### src/rtl/rle_pkg.sv
package rle_pkg;
  typedef struct packed {
    logic loadData;
    logic loadCount;
    logic loadChan;
    logic emit;
    logic finish;
  } rle_strb_t;
endpackage

### src/rtl/rle_ctrl.sv
module rle_ctrl
  import rle_pkg::*;
(
  input  logic      clk,
  input  logic      rst,
  input  logic      inValid,
  input  logic      inIsCmd,
  input  logic      cmdTop,
  input  logic      outReady,
  input  logic      busy,
  input  logic      lastCopy,
  output logic      inReady,
  output rle_strb_t strb
);
  logic accept;

  always_comb begin
    inReady        = !busy;
    accept         = inValid && !busy;
    strb.loadData  = accept && !inIsCmd;
    strb.loadCount = accept && inIsCmd && !cmdTop;
    strb.loadChan  = accept && inIsCmd && cmdTop;
    strb.emit      = busy && outReady;
    strb.finish    = busy && outReady && lastCopy;
  end

  // once a byte is taken, further input is refused until the run ends
  p_refuse_after_load_r7: assert property (@(posedge clk) disable iff (rst)
    strb.loadData |=> !inReady);
endmodule

### src/rtl/rle_datapath.sv
module rle_datapath
  import rle_pkg::*;
#(
  parameter int DATA_W = 8,
  localparam int CNT_W = DATA_W - 1,
  localparam int REM_W = CNT_W + 1
)(
  input  logic              clk,
  input  logic              rst,
  input  rle_strb_t         strb,
  input  logic [DATA_W-1:0] inByte,
  input  logic              outReady,
  output logic              outValid,
  output logic [DATA_W-1:0] outByte,
  output logic              lastCopy,
  output logic [CNT_W-1:0]  chanAddr,
  output logic              chanStrobe
);
  logic [DATA_W-1:0] dataReg;
  logic [REM_W-1:0]  remaining;
  logic [CNT_W-1:0]  countReg;
  logic              pendFlag;
  logic [CNT_W-1:0]  chanReg;
  logic              strobeReg;
  logic              validReg;

  always_ff @(posedge clk) begin
    if (rst) begin
      dataReg   <= '0;
      remaining <= '0;
      countReg  <= '0;
      pendFlag  <= 1'b0;
      chanReg   <= '0;
      strobeReg <= 1'b0;
      validReg  <= 1'b0;
    end else begin
      strobeReg <= strb.loadChan;
      if (strb.loadData) begin
        dataReg   <= inByte;
        remaining <= pendFlag ? ({1'b0, countReg} + REM_W'(1)) : REM_W'(1);
        pendFlag  <= 1'b0;
        validReg  <= 1'b1;
      end else if (strb.emit) begin
        remaining <= remaining - REM_W'(1);
        if (strb.finish) validReg <= 1'b0;
      end
      if (strb.loadCount) begin
        countReg <= inByte[CNT_W-1:0];
        pendFlag <= 1'b1;
      end
      if (strb.loadChan) begin
        chanReg  <= inByte[CNT_W-1:0];
        pendFlag <= 1'b0;
      end
    end
  end

  assign outValid   = validReg;
  assign outByte    = dataReg;
  assign lastCopy   = (remaining == REM_W'(1));
  assign chanAddr   = chanReg;
  assign chanStrobe = strobeReg;

  p_reset_clear_r1: assert property (@(posedge clk) disable iff (rst)
    $past(rst) |-> (!outValid && !chanStrobe && chanAddr == '0));
  p_no_overlap_r7: assert property (@(posedge clk) disable iff (rst)
    strb.loadData |-> !outValid);
  p_hold_r8: assert property (@(posedge clk) disable iff (rst)
    (outValid && !outReady) |=> (outValid && $stable(outByte)));
  p_back_to_back_r9: assert property (@(posedge clk) disable iff (rst)
    (outValid && outReady && !lastCopy) |=> outValid);
  p_chan_load_r6: assert property (@(posedge clk) disable iff (rst)
    strb.loadChan |=> (chanStrobe && chanAddr == $past(inByte[CNT_W-1:0])));
  p_data_starts_r2: assert property (@(posedge clk) disable iff (rst)
    strb.loadData |=> (outValid && outByte == $past(inByte)));
endmodule

### src/rtl/rle_expander.sv
module rle_expander
  import rle_pkg::*;
#(
  parameter int DATA_W = 8,
  localparam int CNT_W = DATA_W - 1
)(
  input  logic              clk,
  input  logic              rst,
  input  logic              inValid,
  input  logic              inIsCmd,
  input  logic [DATA_W-1:0] inByte,
  output logic              inReady,
  output logic              outValid,
  output logic [DATA_W-1:0] outByte,
  input  logic              outReady,
  output logic [CNT_W-1:0]  chanAddr,
  output logic              chanStrobe
);
  rle_strb_t strb;
  logic      lastCopy;

  rle_ctrl u_ctrl (
    .clk(clk), .rst(rst), .inValid(inValid), .inIsCmd(inIsCmd),
    .cmdTop(inByte[DATA_W-1]), .outReady(outReady), .busy(outValid),
    .lastCopy(lastCopy), .inReady(inReady), .strb(strb)
  );

  rle_datapath #(.DATA_W(DATA_W)) u_dp (
    .clk(clk), .rst(rst), .strb(strb), .inByte(inByte), .outReady(outReady),
    .outValid(outValid), .outByte(outByte), .lastCopy(lastCopy),
    .chanAddr(chanAddr), .chanStrobe(chanStrobe)
  );
endmodule

### config.mk
export PLATFORM = sky130hd
export DESIGN_NAME = rle_expander
export DESIGN_NICKNAME = d
export VERILOG_FILES = /design/src/rtl/rle_pkg.sv /design/src/rtl/rle_ctrl.sv /design/src/rtl/rle_datapath.sv /design/src/rtl/rle_expander.sv
export SDC_FILE = /design/constraint.sdc
export NUM_CORES = 1
export LEC_CHECK = 0
export BUFFER_PORTS_ARGS = -buffer_cell sky130_fd_sc_hd__buf_2
export CORE_MARGIN = 2
export CORE_UTILIZATION = 45
export DETAILED_ROUTE_END_ITERATION = 6
export PLACE_DENSITY = 0.67
export SLEW_MARGIN = 20
export SYNTH_ARGS = -nofsm -noshare
export SYNTH_HDL_FRONTEND = slang
export SYNTH_SLANG_ARGS = --single-unit
### constraint.sdc
create_clock -name clk -period 2 [get_ports clk]
set_input_delay 0.1 -clock clk [delete_from_list [all_inputs] [get_ports clk]]
set_output_delay 0.1 -clock clk [all_outputs]
set_load 0.005 [all_outputs]
==> implementation parameters <==
Parameter                              Value

Timing
  Endpoints failing hold ... 0
  Final setup violating endpoints ... 0
  Worst slew slack as a fraction of its limit ... 60.6%
  Final worst path period need ... 1.60 ns
  Number of slew-limit violations in the final report ... 0
  Setup tns final ... 0 ns
  Fin worst setup slack ... 0.403 ns
  Achievable clock frequency ... 626 MHz
  Final Cycle Share ... 79.9%
  Transition time at the pin with the least slew margin ... 0.591 ns
  Clock skew after layout ... 0.00773 ns
  Unrepaired setup endpoints after global routing ... no

Place
  Half-perimeter wire length after detailed placement ... 2570 um
  Total of buffers placed on input and output ports ... 30
  Post-placement setup slack ... 0.445 ns
  Placer congestion estimate ... 0.863

Detailed routing
  Remaining antenna violation count ... 0
  Detailed-routing iteration count for the pre-antenna-repair pass ... 4
  DRC violation count after routing ... 0
  1st-iter DRT viols ... 150
  Final wirelength ... 3450 um
  Total via count after detailed routing ... 1399
  Vias per inst ... 5.40
  Wirelength per Cell ... 13.3 um

Hold path
  Worst-case hold path end point ... u_dp.outByte[1]$_SDFFE_PP0P_
  Worst hold-check path type ... in -> reg
  Number of cells on the worst hold path ... 3
  Worst hold start ... inByte[1]

Clocking
  Depth of the CTS H-tree ... 2
  Setup Buffers After CTS ... 0
  CTS tree ... yes
  CTS max path bufs ... 2
  Clock latency reported for the late side of the worst-skew pair ... 0.33 ns
  Cell at the root of the clock tree ... sky130_fd_sc_hd__clkbuf_4
  Number of buffers created by CTS ... 5
  Clock transition at path regs ... 0.11 ns
  Sinks on the clock net ... 33

Synthesis
  Yosys warns ... 0
  Post-synthesis xor/xnor area fraction ... 2.29%
  Area fraction in and, or, nand and nor cells after synthesis ... 27.6%
  Sequential element share of the synthesized area ... 43.2%
  Share of cell area taken by muxes after synthesis ... 4.58%
  Mean Syn Cell Area ... 8.27 um^2
  Dominant register cell in the synthesized netlist ... sky130_fd_sc_hd__dfxtp_1
  Number of distinct standard cells referenced by the synthesized netlist ... 40
  Async S/R FF share, synth ... 0%
  Number of synthesized register bits ... 33
  Post-Syn Instances ... 185
  Post-synthesis compound-gate area fraction ... 14.9%
  Syn Std Cell Area ... 1530 um^2
  Net Count, Synth ... 201
  Number of flops mapped to enable cells by yosys ... 0
  Main combinational cell family by area after synthesis ... simple AND/OR/NAND/NOR gates
  Adder and majority cell fraction of the synthesized area ... 2.45%

Finish
  Commonest cells after routing, fill and taps aside ... sky130_fd_sc_hd__dfxtp_1, sky130_fd_sc_hd__nand2_1, sky130_fd_sc_hd__buf_2
  Final #Nets ... 228
  Count of antenna diodes in the layout ... 0
  Share of final-layout standard cells stronger than drive strength 1 ... 21.1%
  Most common cell after layout, fill and taps aside ... sky130_fd_sc_hd__dfxtp_1
  Area Overhead vs Synth ... 15.5%

Worst setup path
  Critical path's largest stage delay ... 0.58 ns
  Maximum fanout along the worst path ... 9
  Worst r2r src ... u_dp.pendFlag$_SDFFE_PP0P_
  Arrival @ worst endpoint ... 1.86 ns
  Reg-to-Reg End ... u_dp.remaining[5]$_SDFFE_PP0P_
  Cell-by-cell trace of the critical path ... nand4bb_4, or4_1, o311a_1, nor3_2
  Worst reg2reg setup slack ... 0.40 ns
  Req. time, crit path ... 2.27 ns
  Critical setup path kind ... reg -> reg
  Length in cells of the worst reg-to-reg path ... 4
  CP Launch Type ... flop
  Standard cell with the maximum stage delay on the critical path ... sky130_fd_sc_hd__dfxtp_1
  Type of destination of the critical path ... flop

Floorplanning
  Die footprint ... 3880 um^2
  Horizontal die dimension ... 62.3 um
  Vert. Die Dim ... 62.3 um
  Initial cell density of the core ... 46.2%
  Number of cell rows ... 21
  Core footprint ... 3310 um^2
  # IOs ... 31

Power
  Cell Pwr Density ... 738 nW/um^2
  Worst vdd ir ... 0.000405 V
  Leakage power of the design ... 0.688 nW

Global route
  Number of global-route vias before repair ... 1390
  Largest net degree at the start of global routing ... 34
  Global-route wire length before repair ... 6020 um
  Antenna violations before repair ... 0
  Total routing usage reported by global routing ... 19.1%
  Congestion Overflow GR ... 0

Job
  Max cap viols ... 0

Outcome
  Result of the run ... finished, final reports clean
-- critical path: cells and delay by family, from the launching register on --
family / cells / cell delay (ns)
AND/OR/NAND/NOR: 3 / 0.82
AO/OA/AOI/OAI: 1 / 0.13
flip-flops: 1 / 0.58
-- final cells by class --
class | instances | area [um^2]
clock buffer | 5 | 37.5
clock inverter | 3 | 22.5
fill | 343 | 1540
inverter | 4 | 15.0
multi-input combinational | 135 | 798
sequential | 33 | 661
tap | 46 | 57.6
timing repair buffer | 33 | 175
-- timing repair --
| action | CTS | global route |
|---|---|---|
| gates resized for setup | 0 | 0 |
| hold endpoints to repair | 0 | 1 |
| hold buffers | 0 | 1 |
-- state kept, by name, summed over array words and instances, names as in the netlist --
register / cells
u_dp.chanAddr: 7
u_dp.chanStrobe: 1
u_dp.countReg: 7
u_dp.outByte: 8
u_dp.outValid: 1
u_dp.pendFlag: 1
u_dp.remaining: 8
-- worst max path at each step --
| stage | startpoint | to | slack [ns] | cells past startpoint |
|---|---|---|---|---|
| floorplan | u_dp.outValid$_SDFFE_PP0P_ | u_dp.remaining[5]$_SDFFE_PP0P_ | 0.62 | 4 |
| global placement | u_dp.pendFlag$_SDFFE_PP0P_ | u_dp.remaining[5]$_SDFFE_PP0P_ | 0.48 | 4 |
| detailed placement | u_dp.pendFlag$_SDFFE_PP0P_ | u_dp.remaining[5]$_SDFFE_PP0P_ | 0.44 | 4 |
| CTS | u_dp.pendFlag$_SDFFE_PP0P_ | u_dp.remaining[5]$_SDFFE_PP0P_ | 0.41 | 4 |
| global route | u_dp.outValid$_SDFFE_PP0P_ | u_dp.remaining[6]$_SDFFE_PP0P_ | 0.28 | 4 |
| finish | u_dp.pendFlag$_SDFFE_PP0P_ | u_dp.remaining[5]$_SDFFE_PP0P_ | 0.40 | 4 |
-- per-stage QoR --
step	power [mW]	util, %	std cells	cell area, um^2	hold slack, ns
2_1_floorplan	0.881	-	185	1530	0.236
6_report	1.30	53.4	259	1770	0.0232
3_5_place_dp	0.946	51.2	250	1700	0.373
5_1_grt	1.38	53.4	259	1770	0.0129
3_3_place_gp	0.938	51.2	250	1700	0.370
4_1_cts	1.32	53.1	258	1760	0.00350
-- power breakdown --
group | internal, mW | switching (mW) | total [mW]
logic | 0.0948 | 0.114 | 0.208
clock network | 0.136 | 0.235 | 0.370
registers | 0.689 | 0.0352 | 0.725
total | 0.920 | 0.383 | 1.30
-- cell families (layout without fill, tap and decap cells) --
| family | after synthesis | in the layout |
|---|---|---|
| AND/OR/NAND/NOR | 85 | 85 |
| flip-flops | 33 | 33 |
| AO/OA/AOI/OAI | 36 | 36 |
| buffers and inverters | 17 | 45 |
| multiplexers | 7 | 7 |
| adder cells (fa/ha/maj) | 3 | 3 |
| XOR/XNOR | 4 | 4 |
-- Yosys cell counts, drive strengths merged, types with 2 or more instances --
| library cell | number | area, um^2 |
|---|---|---|
| buf | 6 | 35.0 |
| nor3 | 7 | 40.0 |
| inv | 4 | 15.0 |
| ha | 3 | 37.5 |
| xnor2 | 2 | 17.5 |
| xor2 | 2 | 17.5 |
| nor2 | 17 | 63.8 |
| nor4 | 4 | 25.0 |
| nand4 | 4 | 25.0 |
| and3 | 2 | 12.5 |
| mux2i | 7 | 70.1 |
| a21o | 2 | 15.0 |
| a31oi | 2 | 12.5 |
| nand3 | 9 | 45.0 |
| dfxtp | 33 | 661 |
| clkbuf | 7 | 26.3 |
| a21oi | 21 | 105 |
| a311oi | 2 | 17.5 |
| nand2 | 32 | 120 |
-- metal layers --
metal / routed length (um) / vias up / track usage [%] / part of all wire [%]
met5: 0 / - / 0 / 0
met2: 1720 / 54 / 35.2 / 50
li1: - / 700 / - / -
met4: 38 / 0 / 6.67 / 1.1
met1: 1460 / 639 / 21.5 / 42
met3: 223 / 6 / 4.53 / 6.5
No activity file was read; power rests on OpenSTA's default activity.
